### src/rtl/ringdma_pkg.sv
package ringdma_pkg;
  localparam int FETCH_WORDS = 4;
  localparam int OFS_NEXT    = 0;
  localparam int OFS_BUF     = 1;
  localparam int OFS_LEN     = 2;
  localparam int OFS_STS     = 3;
  localparam int OFS_RXLEN   = 4;

  localparam int ST_CMPLT = 31;
  localparam int ST_SOP   = 27;
  localparam int ST_EOP   = 26;
  localparam int ST_IOE   = 24;

  localparam int IRQ_W    = 8;
  localparam int IRQ_COAL = 0;
  localparam int IRQ_DLY  = 1;
  localparam int IRQ_ERR  = 7;

  localparam logic [2:0] REG_CTRL = 3'd0;
  localparam logic [2:0] REG_CUR  = 3'd1;
  localparam logic [2:0] REG_TAIL = 3'd2;
  localparam logic [2:0] REG_IRQ  = 3'd3;
  localparam logic [2:0] REG_COAL = 3'd4;
  localparam logic [2:0] REG_DLY  = 3'd5;

  typedef logic [31:0] word_t;

  typedef enum logic [2:0] {
    W_IDLE, W_FETCH, W_CHECK, W_XFER, W_WB_LEN, W_WB_STS
  } walk_state_e;
endpackage

### src/rtl/ringdma_walker.sv
module ringdma_walker
  import ringdma_pkg::*;
#(
  parameter int ADDR_W = 16,
  parameter int LEN_W  = 14
) (
  input  logic              clk_i,
  input  logic              rst_ni,
  input  logic              clr_i,
  input  logic              start_i,
  input  logic [ADDR_W-1:0] cur_i,
  input  logic [ADDR_W-1:0] tail_i,
  output logic              mem_req_o,
  output logic              mem_we_o,
  output logic [ADDR_W-1:0] mem_addr_o,
  output word_t             mem_wdata_o,
  input  word_t             mem_rdata_i,
  input  logic              s_valid_i,
  input  word_t             s_data_i,
  input  logic              s_last_i,
  output logic              s_ready_o,
  output logic              idle_o,
  output logic              adv_o,
  output logic [ADDR_W-1:0] next_o,
  output logic              tail_hit_o,
  output logic              evt_o,
  output logic              err_o
);
  localparam int IDX_W = $clog2(FETCH_WORDS + 1);

  walk_state_e       state_q;
  logic [IDX_W-1:0]  fidx_q, rd_idx_q;
  logic              rd_vld_q;
  logic [ADDR_W-1:0] next_q, buf_q;
  logic [LEN_W-1:0]  len_q, cnt_q;
  word_t             sts_q;
  logic              eop_q, in_frame_q;
  logic              take, buf_full, fetch_issue;

  assign fetch_issue = (state_q == W_FETCH) && (fidx_q < IDX_W'(FETCH_WORDS));
  assign buf_full    = cnt_q >= len_q;
  assign s_ready_o   = (state_q == W_XFER) && !buf_full;
  assign take        = s_ready_o && s_valid_i;
  assign idle_o      = state_q == W_IDLE;
  assign next_o      = next_q;

  always_comb begin
    mem_req_o   = 1'b0;
    mem_we_o    = 1'b0;
    mem_addr_o  = '0;
    mem_wdata_o = '0;
    adv_o       = 1'b0;
    tail_hit_o  = 1'b0;
    evt_o       = 1'b0;
    err_o       = 1'b0;
    unique case (state_q)
      W_FETCH: if (fetch_issue) begin
        mem_req_o  = 1'b1;
        mem_addr_o = cur_i + ADDR_W'(fidx_q);
      end
      W_CHECK: err_o = sts_q[ST_CMPLT];
      W_XFER: if (take) begin
        mem_req_o   = 1'b1;
        mem_we_o    = 1'b1;
        mem_addr_o  = buf_q + ADDR_W'(cnt_q);
        mem_wdata_o = s_data_i;
      end
      W_WB_LEN: begin
        mem_req_o   = 1'b1;
        mem_we_o    = 1'b1;
        mem_addr_o  = cur_i + ADDR_W'(OFS_RXLEN);
        mem_wdata_o = word_t'(cnt_q);
      end
      W_WB_STS: begin
        mem_req_o   = 1'b1;
        mem_we_o    = 1'b1;
        mem_addr_o  = cur_i + ADDR_W'(OFS_STS);
        mem_wdata_o = sts_q;
        mem_wdata_o[ST_CMPLT] = 1'b1;
        if (!in_frame_q) mem_wdata_o[ST_SOP] = 1'b1;
        if (eop_q)       mem_wdata_o[ST_EOP] = 1'b1;
        adv_o      = 1'b1;
        tail_hit_o = cur_i == tail_i;
        evt_o      = sts_q[ST_IOE];
      end
      default: ;
    endcase
  end

  always_ff @(posedge clk_i or negedge rst_ni) begin
    if (!rst_ni) begin
      state_q    <= W_IDLE;
      fidx_q     <= '0;
      rd_idx_q   <= '0;
      rd_vld_q   <= 1'b0;
      next_q     <= '0;
      buf_q      <= '0;
      len_q      <= '0;
      sts_q      <= '0;
      cnt_q      <= '0;
      eop_q      <= 1'b0;
      in_frame_q <= 1'b0;
    end else if (clr_i) begin
      state_q    <= W_IDLE;
      fidx_q     <= '0;
      rd_vld_q   <= 1'b0;
      cnt_q      <= '0;
      eop_q      <= 1'b0;
      in_frame_q <= 1'b0;
    end else begin
      rd_vld_q <= fetch_issue;
      rd_idx_q <= fidx_q;
      if (rd_vld_q) begin
        unique case (int'(rd_idx_q))
          OFS_NEXT: next_q <= mem_rdata_i[ADDR_W-1:0];
          OFS_BUF:  buf_q  <= mem_rdata_i[ADDR_W-1:0];
          OFS_LEN:  len_q  <= mem_rdata_i[LEN_W-1:0];
          default:  sts_q  <= mem_rdata_i;
        endcase
      end
      unique case (state_q)
        W_IDLE: if (start_i) begin
          state_q <= W_FETCH;
          fidx_q  <= '0;
        end
        W_FETCH: begin
          if (fetch_issue) fidx_q <= fidx_q + 1'b1;
          if (rd_vld_q && int'(rd_idx_q) == OFS_STS) state_q <= W_CHECK;
        end
        W_CHECK: begin
          cnt_q   <= '0;
          state_q <= sts_q[ST_CMPLT] ? W_IDLE : W_XFER;
        end
        W_XFER: begin
          if (buf_full) begin
            eop_q   <= 1'b0;
            state_q <= W_WB_LEN;
          end else if (take) begin
            cnt_q <= cnt_q + 1'b1;
            if (s_last_i || (cnt_q + LEN_W'(1)) == len_q) begin
              eop_q   <= s_last_i;
              state_q <= W_WB_LEN;
            end
          end
        end
        W_WB_LEN: state_q <= W_WB_STS;
        W_WB_STS: begin
          in_frame_q <= !eop_q;
          state_q    <= W_IDLE;
        end
        default: state_q <= W_IDLE;
      endcase
    end
  end

  // buffer writes stay inside [buf, buf+len)
  a_r2_in_buffer: assert property (@(posedge clk_i) disable iff (!rst_ni)
    (state_q == W_XFER && mem_we_o) |-> ((mem_addr_o - buf_q) < ADDR_W'(len_q)));

endmodule

### src/rtl/ringdma_irq.sv
module ringdma_irq
  import ringdma_pkg::*;
#(
  parameter int COAL_W = 8,
  parameter int DLY_W  = 16
) (
  input  logic              clk_i,
  input  logic              rst_ni,
  input  logic              clr_i,
  input  logic              evt_i,
  input  logic              err_i,
  input  logic [COAL_W-1:0] coal_max_i,
  input  logic [DLY_W-1:0]  dly_max_i,
  input  logic              ack_i,
  input  logic [IRQ_W-1:0]  ack_mask_i,
  output logic [IRQ_W-1:0]  sts_o
);
  logic [COAL_W-1:0] cnt_q, cnt_d;
  logic [DLY_W-1:0]  tmr_q, tmr_d;
  logic [IRQ_W-1:0]  sts_q, sts_d;
  logic [COAL_W:0]   cnt_inc;
  logic              set_coal, set_dly;

  assign cnt_inc = {1'b0, cnt_q} + 1'b1;

  always_comb begin
    set_coal = 1'b0;
    set_dly  = 1'b0;
    cnt_d    = cnt_q;
    tmr_d    = tmr_q;
    if (evt_i) begin
      tmr_d = '0;
      if (cnt_inc >= {1'b0, coal_max_i}) begin
        set_coal = 1'b1;
        cnt_d    = '0;
      end else begin
        cnt_d = cnt_inc[COAL_W-1:0];
      end
    end else if (cnt_q != '0 && dly_max_i != '0) begin
      tmr_d = tmr_q + 1'b1;
      if (tmr_d == dly_max_i) begin
        set_dly = 1'b1;
        cnt_d   = '0;
        tmr_d   = '0;
      end
    end
    sts_d = sts_q & ~(ack_i ? ack_mask_i : '0);
    if (set_coal) sts_d[IRQ_COAL] = 1'b1;
    if (set_dly)  sts_d[IRQ_DLY]  = 1'b1;
    if (err_i)    sts_d[IRQ_ERR]  = 1'b1;
  end

  always_ff @(posedge clk_i or negedge rst_ni) begin
    if (!rst_ni) begin
      cnt_q <= '0;
      tmr_q <= '0;
      sts_q <= '0;
    end else if (clr_i) begin
      cnt_q <= '0;
      tmr_q <= '0;
      sts_q <= '0;
    end else begin
      cnt_q <= cnt_d;
      tmr_q <= tmr_d;
      sts_q <= sts_d;
    end
  end

  assign sts_o = sts_q;

  // a coalesce interrupt restarts the event count
  a_r6_coal_restart: assert property (@(posedge clk_i) disable iff (!rst_ni)
    $rose(sts_q[IRQ_COAL]) |-> cnt_q == '0);
  // delay interrupt only with pending events
  a_r7_dly_pending: assert property (@(posedge clk_i) disable iff (!rst_ni)
    $rose(sts_q[IRQ_DLY]) |-> $past(cnt_q) != '0);

endmodule

### src/rtl/ringdma_channel.sv
module ringdma_channel
  import ringdma_pkg::*;
#(
  parameter int ADDR_W     = 16,
  parameter int LEN_W      = 14,
  parameter int COAL_W     = 8,
  parameter int DLY_W      = 16,
  parameter int RST_CYCLES = 4
) (
  input  logic              clk_i,
  input  logic              rst_ni,
  input  logic              reg_we_i,
  input  logic [2:0]        reg_addr_i,
  input  logic [31:0]       reg_wdata_i,
  output logic [31:0]       reg_rdata_o,
  output logic              mem_req_o,
  output logic              mem_we_o,
  output logic [ADDR_W-1:0] mem_addr_o,
  output logic [31:0]       mem_wdata_o,
  input  logic [31:0]       mem_rdata_i,
  input  logic              s_valid_i,
  input  logic [31:0]       s_data_i,
  input  logic              s_last_i,
  output logic              s_ready_o,
  output logic              irq_o
);
  localparam int RC_W = $clog2(RST_CYCLES + 1);

  logic [RC_W-1:0]   rst_cnt_q;
  logic [ADDR_W-1:0] cur_q, tail_q;
  logic [COAL_W-1:0] coal_q;
  logic [DLY_W-1:0]  dly_q;
  logic              run_q, halted_q;
  logic              busy, wr, soft_go, clr;
  logic              w_idle, w_adv, w_tail_hit, w_evt, w_err;
  logic [ADDR_W-1:0] w_next;
  logic [IRQ_W-1:0]  irq_sts;

  assign busy    = rst_cnt_q != '0;
  assign wr      = reg_we_i && !busy;
  assign soft_go = wr && reg_addr_i == REG_CTRL && reg_wdata_i[0];
  assign clr     = soft_go || busy;

  ringdma_walker #(.ADDR_W(ADDR_W), .LEN_W(LEN_W)) u_walk (
    .clk_i, .rst_ni,
    .clr_i      (clr),
    .start_i    (run_q && !halted_q && !clr),
    .cur_i      (cur_q),
    .tail_i     (tail_q),
    .mem_req_o, .mem_we_o, .mem_addr_o, .mem_wdata_o, .mem_rdata_i,
    .s_valid_i, .s_data_i, .s_last_i, .s_ready_o,
    .idle_o     (w_idle),
    .adv_o      (w_adv),
    .next_o     (w_next),
    .tail_hit_o (w_tail_hit),
    .evt_o      (w_evt),
    .err_o      (w_err)
  );

  ringdma_irq #(.COAL_W(COAL_W), .DLY_W(DLY_W)) u_irq (
    .clk_i, .rst_ni,
    .clr_i      (clr),
    .evt_i      (w_evt),
    .err_i      (w_err),
    .coal_max_i (coal_q),
    .dly_max_i  (dly_q),
    .ack_i      (wr && reg_addr_i == REG_IRQ),
    .ack_mask_i (reg_wdata_i[IRQ_W-1:0]),
    .sts_o      (irq_sts)
  );

  always_ff @(posedge clk_i or negedge rst_ni) begin
    if (!rst_ni) begin
      rst_cnt_q <= '0;
      cur_q     <= '0;
      tail_q    <= '0;
      run_q     <= 1'b0;
      halted_q  <= 1'b0;
      coal_q    <= COAL_W'(1);
      dly_q     <= '0;
    end else if (soft_go) begin
      rst_cnt_q <= RC_W'(RST_CYCLES);
      cur_q     <= '0;
      tail_q    <= '0;
      run_q     <= 1'b0;
      halted_q  <= 1'b0;
      coal_q    <= COAL_W'(1);
      dly_q     <= '0;
    end else if (busy) begin
      rst_cnt_q <= rst_cnt_q - 1'b1;
    end else begin
      if (w_adv)
        cur_q <= w_next;
      else if (wr && reg_addr_i == REG_CUR && w_idle)
        cur_q <= reg_wdata_i[ADDR_W-1:0];
      if (wr && reg_addr_i == REG_TAIL) begin
        tail_q <= reg_wdata_i[ADDR_W-1:0];
        run_q  <= 1'b1;
      end else if (w_tail_hit) begin
        run_q <= 1'b0;
      end
      if (w_err) halted_q <= 1'b1;
      if (wr && reg_addr_i == REG_COAL) coal_q <= reg_wdata_i[COAL_W-1:0];
      if (wr && reg_addr_i == REG_DLY)  dly_q  <= reg_wdata_i[DLY_W-1:0];
    end
  end

  always_comb begin
    unique case (reg_addr_i)
      REG_CTRL: reg_rdata_o = {31'd0, busy};
      REG_CUR:  reg_rdata_o = 32'(cur_q);
      REG_TAIL: reg_rdata_o = 32'(tail_q);
      REG_IRQ:  reg_rdata_o = 32'(irq_sts);
      REG_COAL: reg_rdata_o = 32'(coal_q);
      REG_DLY:  reg_rdata_o = 32'(dly_q);
      default:  reg_rdata_o = '0;
    endcase
  end

  assign irq_o = |irq_sts;

  // finishing the tail descriptor disarms the engine
  a_r5_stop_at_tail: assert property (@(posedge clk_i) disable iff (!rst_ni)
    (w_tail_hit && !clr && !(wr && reg_addr_i == REG_TAIL)) |=> !run_q);
  // a halted channel touches no memory
  a_r8_halt_quiet: assert property (@(posedge clk_i) disable iff (!rst_ni)
    halted_q |-> !mem_req_o);
  // no traffic while the soft reset runs
  a_r10_busy_quiet: assert property (@(posedge clk_i) disable iff (!rst_ni)
    busy |-> (!mem_req_o && !s_ready_o));

endmodule

### config.mk
export PLATFORM = sky130hd
export DESIGN_NAME = ringdma_channel
export DESIGN_NICKNAME = d
export VERILOG_FILES = /design/src/rtl/ringdma_pkg.sv /design/src/rtl/ringdma_walker.sv /design/src/rtl/ringdma_irq.sv /design/src/rtl/ringdma_channel.sv
export SDC_FILE = /design/constraint.sdc
export NUM_CORES = 1
export LEC_CHECK = 0
export ABC_AREA = 1
export CAP_MARGIN = 20
export CORE_UTILIZATION = 55
export DETAILED_ROUTE_END_ITERATION = 8
export PLACE_DENSITY = 0.81
export SLEW_MARGIN = 20
export SYNTH_ARGS = -nofsm -noshare
export SYNTH_HDL_FRONTEND = slang
export SYNTH_SLANG_ARGS = --single-unit
### constraint.sdc
create_clock -name clk_i -period 6.6 [get_ports clk_i]
set_input_delay 1.65 -clock clk_i [delete_from_list [all_inputs] [get_ports clk_i]]
set_output_delay 1.65 -clock clk_i [all_outputs]
set_load 0.03 [all_outputs]
# [Yosys cells after proc, flatten, opt, wreduce, memory -nomap -nowiden]
# Index checks and enable logic that the tools add are counted.
[op_classes] add_sub_neg=9 magnitude_cmp=3 eq_ne=24 muxes=81 n_bitwise=4 n_reduce_logical=62
[ops] cell="$mux 16" n=16
[ops] cell="$pmux 16 s6" n=1
[ops] cell="$pmux 32 s3" n=1
[ops] cell="$mux 8" n=10
[ops] cell="$pmux 16 s4" n=1
[ops] cell="$mux 14" n=3
[ops] cell="$mux 3" n=11
[ops] cell="$eq 16x16->1" n=2
[ops] cell="$mux 32" n=1
[ops] cell="$mux 1" n=31
[ops] cell="$pmux 14 s2" n=1
[ops] cell="$reduce_bool 3->1" n=9
[ops] cell="$reduce_and 3->1" n=7
[ops] cell="$add 16x1->16 const B" n=1
[ops] cell="$add 16x14->16" n=1
[ops] cell="$add 16x2->16 const B" n=1
[ops] cell="$add 16x3->16" n=1
[ops] cell="$add 16x3->16 const B" n=1
[ops] cell="$logic_and 1x1->1" n=16
[ops] cell="$reduce_bool 16->1" n=1
[ops] cell="$eq 3x2->1 const B" n=5
[ops] cell="$eq 3x3->1 const B" n=5
[ops] cell="$pmux 3 s5" n=1
[ops] cell="$add 14x1->14 const B" n=1
[ops] cell="other kinds (30)" n=55
[word_totals] ff_bits=197 output_inout_bits=84 word_cells=204

# [Longest topological paths before layout]
[logic_depth] word_depth=11 depth_mapped=17

# [Cells and area by module]
# From an unflattened synthesis, not the netlist that was laid out.
[unflattened] cells_unflattened=1768 area_unflattened_um2=13000.0
[by_module_without_submodules] mod="ringdma_walker" n_inst=1 cells_each=985 area_per_inst_um2=7235.7 seq_area_each_um2=2602.5
[by_module_without_submodules] mod="ringdma_channel" n_inst=1 cells_each=404 area_per_inst_um2=3233.1 seq_area_each_um2=1527.7
[by_module_without_submodules] mod="ringdma_irq" n_inst=1 cells_each=379 area_per_inst_um2=2531.2 seq_area_each_um2=800.8

# [Least setup slack after synthesis]
# No wires, ideal clock.
[synth_timing] path_kind="in2out" start="input port reg_addr_i[2]" end="output port reg_rdata_o[13]" t_arrival_ns=2.938 path_slack_ns=2.012 stages=4 path_buffers=1 path_cell_list="nor3_1 > inv_1 > clkbuf_1 > o221ai_1"
[synth_between] elab_chain_len=2
[synth_lines] element="start: declaration" line="ringdma_channel.sv:13" text="input logic [2:0] reg_addr_i,"
[synth_lines] element="$eq 3x3->1, or another cell as far along" line="ringdma_channel.sv:109" text="unique case (reg_addr_i)"
[synth_lines] element="$pmux 16 s6 (*)" line="ringdma_channel.sv:109"
[synth_lines] element="end: declaration" line="ringdma_channel.sv:15" text="output logic [31:0] reg_rdata_o,"
# Mark *: on every way between the ends. The rest lies on a longest branch, timed or not.

# [Worst setup path in the final report]
[layout_timing] start="input port reg_addr_i[0]" end="output port reg_rdata_o[5]"
# Same word-level chain as after synthesis.

==> metrics.yaml <==
critical_path:
  critPathLaunchType: "input pin"
  critical_path_class: "in2out"
  crit_required_ns: 4.95
  cp_data_arrival_time_ns: 4.12
  end_kind: "primary output"
  path_max_fanout: 16
status:
  status: "completed"
die:
  start_util_pct: 56.1
  die_area_um2: 23600
  die_y_um: 154
  core-area_um2: 22600
  num_rows: 55
  die_w_um: 154
  pin_count: 188
final_layout:
  nFillCells: 1949
  fin_nets: 1984
  syn2layout_area_growth_pct: 18.1
  antennaDiodeCount: 0
  drive_gt1_share_pct: 6.13
global_routing:
  grt_pass1_wl_um: 61000
  track_usage_pct: 32.6
  grt_antenna_before_repair: 0
  grt-ovfl-total: 0
  grt_max_degree: 109
  grt_pass1_vias: 12100
drt:
  via_per_inst: 5.86
  drc_errors: 0
  ant_nets: 0
  via_count: 12500
  wl_um: 37900
  first_pass_iters: 6
  drt_iter0_markers: 1165
  avgRoutedWirePerCell_um: 17.8
clock_network:
  cts_tree: "yes"
  post_cts_buffers: 0
  htree_levels: 4
  post_cts_resized: 0
  clkTransAtPathRegs_ns: 0.07
  clockRootBuffer: "clkbuf_16"
  insertion_delay_ns: 0.45
  hold_buffers: 0
  cts.sinks: 197
  clockBufferDepth: 2
  cts_buffers: 17
placement:
  place.gp.congestion: 0.955
  io_buffers: 155
  dp_hpwl_um: 28400
logic_synthesis:
  yosys.cell_types.count: 55
  yosysWarnings: 0
  syn_area_per_cell_um2: 7.47
  synthesis.area_um2: 12700
  synth_edf_count: 0
  synth-compound-area-share_pct: 19.1
  synth_top_family_by_area: "simple AND/OR/NAND/NOR gates"
  ys_ff_latch: 197
  yosysSeqAreaShare_pct: 39.0
  synthXorXnorAreaFrac_pct: 1.66
  postSynthCellCount: 1695
  ys_async_sr_fraction_pct: 100
  ys.flop_type: "dfrtp_1"
  yosys.area_share.simple_pct: 24.5
  synthAdderAreaFrac_pct: 5.06
  synthMuxAreaShare_pct: 1.41
power_and_ir_drop:
  power_frac_clock_pct: 25.4
  vdd_drop_max_mv: 0.170
  finalPower_mw: 4.28
  powerDensity_nw_per_um2: 287
  leakage_nw: 6.91
  seqPwrFrac_pct: 39.2
  switchingPower_mw: 1.77
  switching_share_pct: 41.3
  pwr-share-comb_pct: 35.3
  p_int_mw: 2.51
timing:
  slew_viol_final: 0
  fin_skew_ns: 0.0131
  finalSetupViolCount: 0
  maxSlewHeadroom_pct: 36.7
  fin_crit_sh_pct: 87.5
  setup-tns-final_ns: 0
  hold_violations: 0
  fmax_ghz: 0.173
  rsz0062_at_grt: "false"
  worst_pin_slew_ns: 0.949
  post-route-min-period_ns: 5.77
worst_hold_path:
  hold_class: "reg2reg"
flow_run:
  maxCapViolCount: 0
==> registers in the layout (all words and copies together), names as in the netlist, 8 cells and up <==
signal         cells
u_walk.buf_q      16
u_irq.sts_o        8
u_walk.sts_q      32
u_irq.cnt_q        8
u_walk.cnt_q      14
u_walk.len_q      14
dly_q             16
u_walk.next_o     16
cur_q             16
u_irq.tmr_q       16
tail_q            16
coal_q             8
==> layer usage <==
layer | routed length (µm) | part of all wire (%) | vias up | GRT usage, %
li1 | - | - | 5944 | -
met1 | 15200 | 40 | 5885 | 39.5
met2 | 18700 | 49 | 520 | 56.6
met3 | 2310 | 6.1 | 119 | 4.45
met4 | 1730 | 4.5 | 0 | 16.8
met5 | 0 | 0 | - | 0
==> placed cells by master, fill, tap and decap left out, drive strengths merged, types with 3 or more instances in the layout <==
cell type	synthesis	layout
nand2	420	420
inv	213	220
dfrtp	196	196
o21ai	195	195
clkdlybuf4s50	0	154
nor2	131	131
nand3	110	110
o22ai	75	75
a21oi	64	64
ha	48	48
nor3	22	22
nand4	19	19
clkbuf	24	19
o211ai	17	17
conb	1	16
mux2	15	15
a22o	14	14
xor2	14	14
o221ai	12	12
buf	41	11
xnor2	10	10
a221oi	8	8
nor4	7	7
or2	7	7
nand3b	5	5
clkinv	2	5
o2111ai	4	4
a31oi	3	3
o31ai	3	3
==> layout make-up <==
class | count | area, µm² | area share [%]
multi-input cells | 1233 | 6620 | 44.3
flip-flops and latches | 197 | 4930 | 33.0
repair buffers | 166 | 1640 | 11.0
inverters | 215 | 807 | 5.40
clock buffers | 18 | 429 | 2.87
well taps | 285 | 357 | 2.39
clock inverters | 14 | 164 | 1.10
==> cells by family (layout without fill, tap and decap cells) <==
logic type,after synthesis,after routing
XOR/XNOR,24,24
adder cells (fa/ha/maj),50,50
buffers and inverters,280,413
flip-flops,197,197
multiplexers,16,16
AND/OR/NAND/NOR,723,723
other,1,16
AO/OA/AOI/OAI,404,404
==> metrics by stage <==
step	worst slack [ns]	hold slack, ns	std cells	utilization, %	cell area [µm²]
3_3_place_gp	0.926	0.465	2096	63.6	14400
4_1_cts	0.836	0.485	2128	66.2	14900
6_report	0.827	0.483	2128	66.2	14900
2_1_floorplan	2.01	0.444	1710	-	12700
3_5_place_dp	0.907	0.467	2096	63.6	14400
5_1_grt	0.647	0.501	2128	66.2	14900
==> critical path, cell delays in order <==
cell             delay [ns]
clkdlybuf4s50_1        0.50
inv_1                  0.09
nor3_1                 0.38
inv_1                  0.37
o21ai_0                0.39
clkdlybuf4s50_1        0.74
==> cells in the mapped netlist, types with 4 or more instances <==
cell       number  area, µm²
o21ai_0       189        946
nand2_1       409       1540
o22ai_1        65        407
clkbuf_1       24       90.1
nand2_2         7       43.8
nor3_1         19       95.1
mux2_2         15        169
nor4_1          7       43.8
o22ai_2        10        125
o221ai_1       12        105
nand3_1       110        551
ha_1           48        601
dfrtp_1       196       4900
xnor2_1        10       87.6
a221oi_1        8       70.1
a22o_1         14        123
buf_2          20        100
or2_2           4       25.0
nand2_4         4       45.0
buf_4          19        143
nor2_1        117        439
nand4_1        18        113
a21oi_1        64        320
nor2_2         12       75.1
inv_2           7       26.3
xor2_1         14        123
inv_1         206        773
o2111ai_1       4       35.0
o211ai_1       17        128
nand3b_1        5       37.5
==> path summary, 6_finish.rpt <==
path                                               startpoint                    endpoint  slack [ns]  cells past startpoint
worst max-delay path                            reg_addr_i[0]              reg_rdata_o[5]        0.83                      6
worst min-delay path                     halted_q$_DFFE_PN0P_        halted_q$_DFFE_PN0P_        0.48                      2
worst max register to register  u_walk.state_q[2]$_DFFE_PN0P_  u_irq.tmr_q[6]$_DFFE_PN0P_        3.52                     12
worst min register to register           halted_q$_DFFE_PN0P_        halted_q$_DFFE_PN0P_        0.48                      2
max in group asynchronous                              rst_ni      tail_q[13]$_DFFE_PN0P_        3.81                      2
min in group asynchronous                              rst_ni  u_irq.tmr_q[9]$_DFFE_PN0P_        1.27                      1
==> power groups by stage <==
| stage | Clock, mW | Combinational, mW | Sequential [mW] |
|---|---|---|---|
| floorplan | 0 | 1.04 | 1.59 |
| global placement | 0 | 1.44 | 1.68 |
| detailed placement | 0 | 1.48 | 1.69 |
| CTS | 1.09 | 1.49 | 1.67 |
| global route | 1.14 | 1.66 | 1.70 |
| finish | 1.09 | 1.51 | 1.68 |
No activity file was read; power rests on OpenSTA's default activity.
